[src/rtl/lin_brk_pkg.sv]
package lin_brk_pkg;

    // Default number of consecutive low samples that make a synch break.
    localparam int unsigned BRK_LEN_DEF = 11;

    // Low-run tracker state: armed to detect, or spent until the line goes high.
    typedef enum logic {
        RUN_ARMED = 1'b0,
        RUN_SPENT = 1'b1
    } run_state_t;

    // Receiver status flags that a detection may clear.
    typedef struct packed {
        logic frame_err;
        logic ovr_err;
        logic par_err;
        logic data_full;
    } rx_clr_t;

    localparam rx_clr_t RX_CLR_NONE = '{frame_err: 1'b0, ovr_err: 1'b0, par_err: 1'b0, data_full: 1'b0};
    localparam rx_clr_t RX_CLR_ALL  = '{frame_err: 1'b1, ovr_err: 1'b1, par_err: 1'b1, data_full: 1'b1};

    // Counter width able to hold values 0 .. n-1.
    function automatic int unsigned run_cnt_bits(input int unsigned n);
        return (n <= 2) ? 1 : $clog2(n);
    endfunction

endpackage

[src/rtl/lin_brk_run.sv]
module lin_brk_run
    import lin_brk_pkg::*;
#(
    parameter int unsigned BRK_LEN = BRK_LEN_DEF
) (
    input  logic clk,
    input  logic rst,
    input  logic bit_tick,
    input  logic rxd_in,
    input  logic mode_en,
    output logic det_hit
);
    localparam int unsigned CNT_W = run_cnt_bits(BRK_LEN);
    localparam logic [CNT_W-1:0] LAST = CNT_W'(BRK_LEN - 1);

    logic [CNT_W-1:0] cnt_q;
    run_state_t       st_q;
    logic             low_smp;
    logic             restart;

    assign low_smp = bit_tick & ~rxd_in & mode_en;
    assign restart = bit_tick & (rxd_in | ~mode_en);
    assign det_hit = low_smp && (st_q == RUN_ARMED) && (cnt_q == LAST);

    always_ff @(posedge clk) begin
        if (rst) begin
            cnt_q <= '0;
            st_q  <= RUN_ARMED;
        end else if (restart) begin
            cnt_q <= '0;
            st_q  <= RUN_ARMED;
        end else if (low_smp && st_q == RUN_ARMED) begin
            if (cnt_q == LAST) begin
                cnt_q <= '0;
                st_q  <= RUN_SPENT;
            end else begin
                cnt_q <= cnt_q + 1'b1;
            end
        end
    end

endmodule

[src/rtl/lin_brk_stat.sv]
module lin_brk_stat
    import lin_brk_pkg::*;
(
    input  logic       clk,
    input  logic       rst,
    input  logic       det_hit,
    input  logic       flag_clr,
    input  logic       irq_en,
    input  logic       clr_cfg,
    output logic       flag_o,
    output logic       irq_o,
    output logic       evt_o,
    output logic [3:0] rx_clr_o
);
    logic    flag_q;
    logic    evt_q;
    rx_clr_t clr_q;

    always_ff @(posedge clk) begin
        if (rst) begin
            flag_q <= 1'b0;
            evt_q  <= 1'b0;
            clr_q  <= RX_CLR_NONE;
        end else begin
            // a detection in the same cycle as a clear wins
            if (det_hit)       flag_q <= 1'b1;
            else if (flag_clr) flag_q <= 1'b0;
            evt_q <= det_hit;
            clr_q <= (det_hit && clr_cfg) ? RX_CLR_ALL : RX_CLR_NONE;
        end
    end

    assign flag_o   = flag_q;
    assign irq_o    = flag_q & irq_en;
    assign evt_o    = evt_q;
    assign rx_clr_o = clr_q;

endmodule

[src/rtl/lin_brk_det.sv]
module lin_brk_det
    import lin_brk_pkg::*;
#(
    parameter int unsigned BRK_LEN = BRK_LEN_DEF
) (
    input  logic       clk,
    input  logic       rst,
    input  logic       bit_tick,
    input  logic       rxd_in,
    input  logic       lin_slave_mode,
    input  logic       brk_irq_en,
    input  logic       clr_on_brk,
    input  logic       brk_flag_clr,
    output logic       brk_flag,
    output logic       brk_irq,
    output logic       brk_evt,
    output logic [3:0] rx_clr,
    output logic       cap_sig
);
    logic det_hit;
    logic cap_q;

    lin_brk_run #(.BRK_LEN(BRK_LEN)) u_run (
        .clk     (clk),
        .rst     (rst),
        .bit_tick(bit_tick),
        .rxd_in  (rxd_in),
        .mode_en (lin_slave_mode),
        .det_hit (det_hit)
    );

    lin_brk_stat u_stat (
        .clk     (clk),
        .rst     (rst),
        .det_hit (det_hit),
        .flag_clr(brk_flag_clr),
        .irq_en  (brk_irq_en),
        .clr_cfg (clr_on_brk),
        .flag_o  (brk_flag),
        .irq_o   (brk_irq),
        .evt_o   (brk_evt),
        .rx_clr_o(rx_clr)
    );

    // line copy for the capture unit; idle (recessive) level after reset
    always_ff @(posedge clk) begin
        if (rst) cap_q <= 1'b1;
        else     cap_q <= rxd_in;
    end
    assign cap_sig = cap_q;

endmodule

[config.mk]
export PLATFORM = sky130hd
export DESIGN_NAME = lin_brk_det
export DESIGN_NICKNAME = d
export VERILOG_FILES = /design/src/rtl/lin_brk_pkg.sv /design/src/rtl/lin_brk_run.sv /design/src/rtl/lin_brk_stat.sv /design/src/rtl/lin_brk_det.sv
export SDC_FILE = /design/constraint.sdc
export NUM_CORES = 1
export LEC_CHECK = 0
export CAP_MARGIN = 30
export CORE_AREA = 2 2 39 41
export CTS_CLUSTER_DIAMETER = 120
export DETAILED_ROUTE_END_ITERATION = 12
export DIE_AREA = 0 0 41 43
export GPL_TIMING_DRIVEN = 0
export SYNTH_ARGS = -nofsm -noshare
export SYNTH_HDL_FRONTEND = slang
export SYNTH_SLANG_ARGS = --single-unit
export TNS_END_PERCENT = 1
[constraint.sdc]
create_clock -name clk -period 2.6 [get_ports clk]
set_clock_uncertainty 0.1 [all_clocks]
set_input_delay 0.52 -clock clk [delete_from_list [all_inputs] [get_ports clk]]
set_output_delay 0.52 -clock clk [all_outputs]
set_load 0.05 [all_outputs]
==> summary.md <==
| Metric | Value |
|---|---|
| Clock buffer count from CTS | 3 |
| Final WS setup | 109 ps |
| Clock root buffer | clkbuf_4 |
| RSZ-0062 raised after global routing | no |
| Net Sw Power | 0.0593 mW |
| Finish-stage setup viols | 0 |
| Syn avg cell area | 9.32 µm² |
| Min Hold Slack | 383 ps |
| Reg power frac | 51.5% |
| FMAX | 0.401 GHz |
| Fin. Hold Viols | 0 |
| Die ar. | 0.00176 mm² |
| Worst-path maximum fanout | 1 |
| Power density cells | 464 mW/mm² |
| Worst r2r src | u_run.st_q |
| Crit Path Class | input pin to output port |
| Worst path arrival time | 1870 ps |
| First-pass GRT wire length | 1070 µm |
| CP bufs+invs | 2 |
| Layout overhead on the synthesized area | 50.2% |
| Dpl ws | 116 ps |
| Final worst path period share | 95.8% |
| Clk buf depth | 2 |
| Cts hold-fix bufs | 0 |
| CTS tree | yes |
| Layout cells sized above 1 | 14.8% |
| R2R Path End | u_run.cnt_q[3] |
| DRC Markers | 0 |
| Max incr delay on CP | 790 ps |
| Die height | 43 µm |
| Crit-path slowest cell | clkdlybuf4s50_1 |
| Vias in the first global route | 262 |
| Crit path time final | 2490 ps |
| Status | completed |
| Hold WC Path Type | register to register |
| # IOs | 16 |
| Routed Antenna Nets | 0 |
| Crit-path cells | clkdlybuf4s50_1, and2_1, clkdlybuf4s50_1 |
| Total power | 0.273 mW |
| Antenna violations before repair | 0 |
| Via density | 4.32 |
| Total negative slack | 0 ps |
| Slack of the worst reg-to-reg path | 1240 ps |
| Initial Util | 28.3% |
| Hold Path End | u_stat.flag_o |
| N_diodes | 0 |
| H-tree levels | 1 |
| HP Start | u_stat.flag_o |
| Flops & latches, synth | 9 |
| Post-CTS sizing | 0 |
| Slew @ Worst Pin | 493 ps |
| Core Rows | 14 |
| Placed cells | 73 |
| Largest net degree at the start of global routing | 9 |
| Worst skew pair latency | 260 ps |
| Top delay family on crit path | buffers and inverters |
| Tot GR Track Use | 9.26% |
| Int Pwr | 0.213 mW |
| Clock sink total | 9 |
| Sw Share | 21.7% |
| CP Data Required Time | 1980 ps |
| IO buf count | 15 |
| Mapped cell area | 392 µm² |
| Crit end category | output port |
| DR iter-0 viols | 6 |
| Synthesis Warnings | 0 |
| Seq/Total Area, Yosys | 46.0% |
| Relative slew slack | 67.0% |
| Post-Layout Cell Count | 77 |
| Post-DP HPWL | 515 µm |
| GPL Wtd Cong | 0.635 |
| Clock power share | 39.6% |
| Grt ovf | 0 |
| Synthesized instance count | 42 |
| Static Leak | 0.219 nW |
| Total number of vias | 333 |
| Slew Limit Fails | 0 |
| TritonRoute pass-1 iters | 3 |
| Routed WL per cell | 8.78 µm |
| Final nets | 70 |
| MaxCap Viol Count | 0 |
| Clock Pin Slew Worst Setup and Hold Paths | 60 ps |
| Worst vdd ir | 0.249 mV |
| # Post-CTS Setup Buffers | 0 |
| Reg2Reg Depth | 5 |
| Hold Crit Depth | 2 |
| Combinational share of power | 8.9% |
| Std-Cell Core Area | 0.00138 mm² |
| CP startpoint kind | input pin |
| Cell repeated most along the worst path | clkdlybuf4s50_1 |
| Die width | 41 µm |
| # fillers | 156 |
| Syn nets | 50 |
| Total Routed Length | 676 µm |
| Count of different cell masters after synthesis | 22 |
## cells in the mapped netlist
master	n	area [µm²]
o21ai_0	1	5.00
dfxtp_1	9	180
a21o_1	1	7.51
buf_4	4	30.0
xnor2_1	1	8.76
nand3_1	2	10.0
nor2b_1	1	6.26
nor4bb_1	1	10.0
nand2_1	3	11.3
nor3_1	1	5.00
and4bb_1	1	12.5
and2_1	2	12.5
nand2b_1	2	12.5
nor2_1	3	11.3
a21oi_2	1	8.76
or2b_1	1	7.51
nand3b_1	1	7.51
and4b_1	1	10.0
a21oi_1	3	15.0
xor2_1	1	8.76
o21ai_1	1	5.00
or2_2	1	6.26
## power by group through the flow
stage | registers (mW) | logic, mW | clock network (mW)
floorplan | 0.146 | 0.00739 | 0
global placement | 0.143 | 0.0243 | 0
detailed placement | 0.143 | 0.0243 | 0
CTS | 0.140 | 0.0244 | 0.112
global route | 0.140 | 0.0259 | 0.116
finish | 0.140 | 0.0243 | 0.108
## worst min-delay path: stages (launching register included)
cell	delay (ps)
dfxtp_1	320
nand2b_1	70
a21oi_1	60
## worst max path at each step
stage | from | endpoint | cells after the start
2_1_floorplan | u_stat.flag_o | brk_irq | 1
3_3_place_gp | brk_irq_en | brk_irq | 3
3_5_place_dp | brk_irq_en | brk_irq | 3
4_1_cts | brk_irq_en | brk_irq | 3
5_1_grt | brk_irq_en | brk_irq | 3
6_report | brk_irq_en | brk_irq | 3
## cells in the final DEF, fill, tap and decap left out
| cell | netlist | final |
|---|---|---|
| dfxtp_1 | 9 | 9 |
| xor2_1 | 1 | 1 |
| nor3_1 | 1 | 1 |
| nor2_1 | 3 | 3 |
| nand3b_1 | 1 | 1 |
| nor2b_1 | 1 | 1 |
| clkbuf_1 | 0 | 1 |
| and2_1 | 2 | 2 |
| a21o_1 | 1 | 1 |
| nor4bb_1 | 1 | 1 |
| or2b_1 | 1 | 1 |
| nand3_1 | 2 | 2 |
| o21ai_1 | 1 | 1 |
| a21oi_1 | 3 | 3 |
| clkdlybuf4s50_1 | 0 | 15 |
| nand2b_1 | 2 | 2 |
| or2_2 | 1 | 1 |
| buf_4 | 4 | 4 |
| nand2_1 | 3 | 3 |
| clkbuf_4 | 0 | 3 |
| and4bb_1 | 1 | 1 |
| o21ai_0 | 1 | 1 |
| a21oi_2 | 1 | 1 |
| and4b_1 | 1 | 1 |
| xnor2_1 | 1 | 1 |
## final cells by class
class | instances | area, µm² | area share [%]
sequential | 9 | 180 | 30.6
tap | 16 | 20.0 | 3.40
timing repair buffer | 15 | 150 | 25.5
buffer | 4 | 30.0 | 5.11
multi-input combinational | 29 | 181 | 30.9
clock buffer | 4 | 26.3 | 4.47
## per-stage QoR
stage	utilization, %	cell area (µm²)
4_1_cts	42.5	588
3_5_place_dp	40.6	562
3_3_place_gp	40.6	562
6_report	42.5	588
2_1_floorplan	-	392
5_1_grt	42.5	588
## registers in the layout, indices dropped and copies added (netlist names)
name / flops
u_run.cnt_q: 4
u_stat.rx_clr_o: 1
u_stat.evt_o: 1
cap_sig: 1
u_run.st_q: 1
u_stat.flag_o: 1
## kinds of logic (layout without fill, tap and decap cells)
group,count (synthesis),count (layout),share of synthesized area [%]
AO/OA/AOI/OAI,7,7,10.5
XOR/XNOR,2,2,4.47
buffers and inverters,4,23,7.67
flip-flops,9,9,46.0
AND/OR/NAND/NOR,20,20,31.3
## metal layers
metal	share of wire [%]	vias up	global-route usage, %
li1	-	178	-
met1	49	137	11.4
met2	40	15	12.2
met3	7.5	3	3.14
met4	2.8	0	8.00
met5	0	-	0
(Power assumes the default switching activity.)
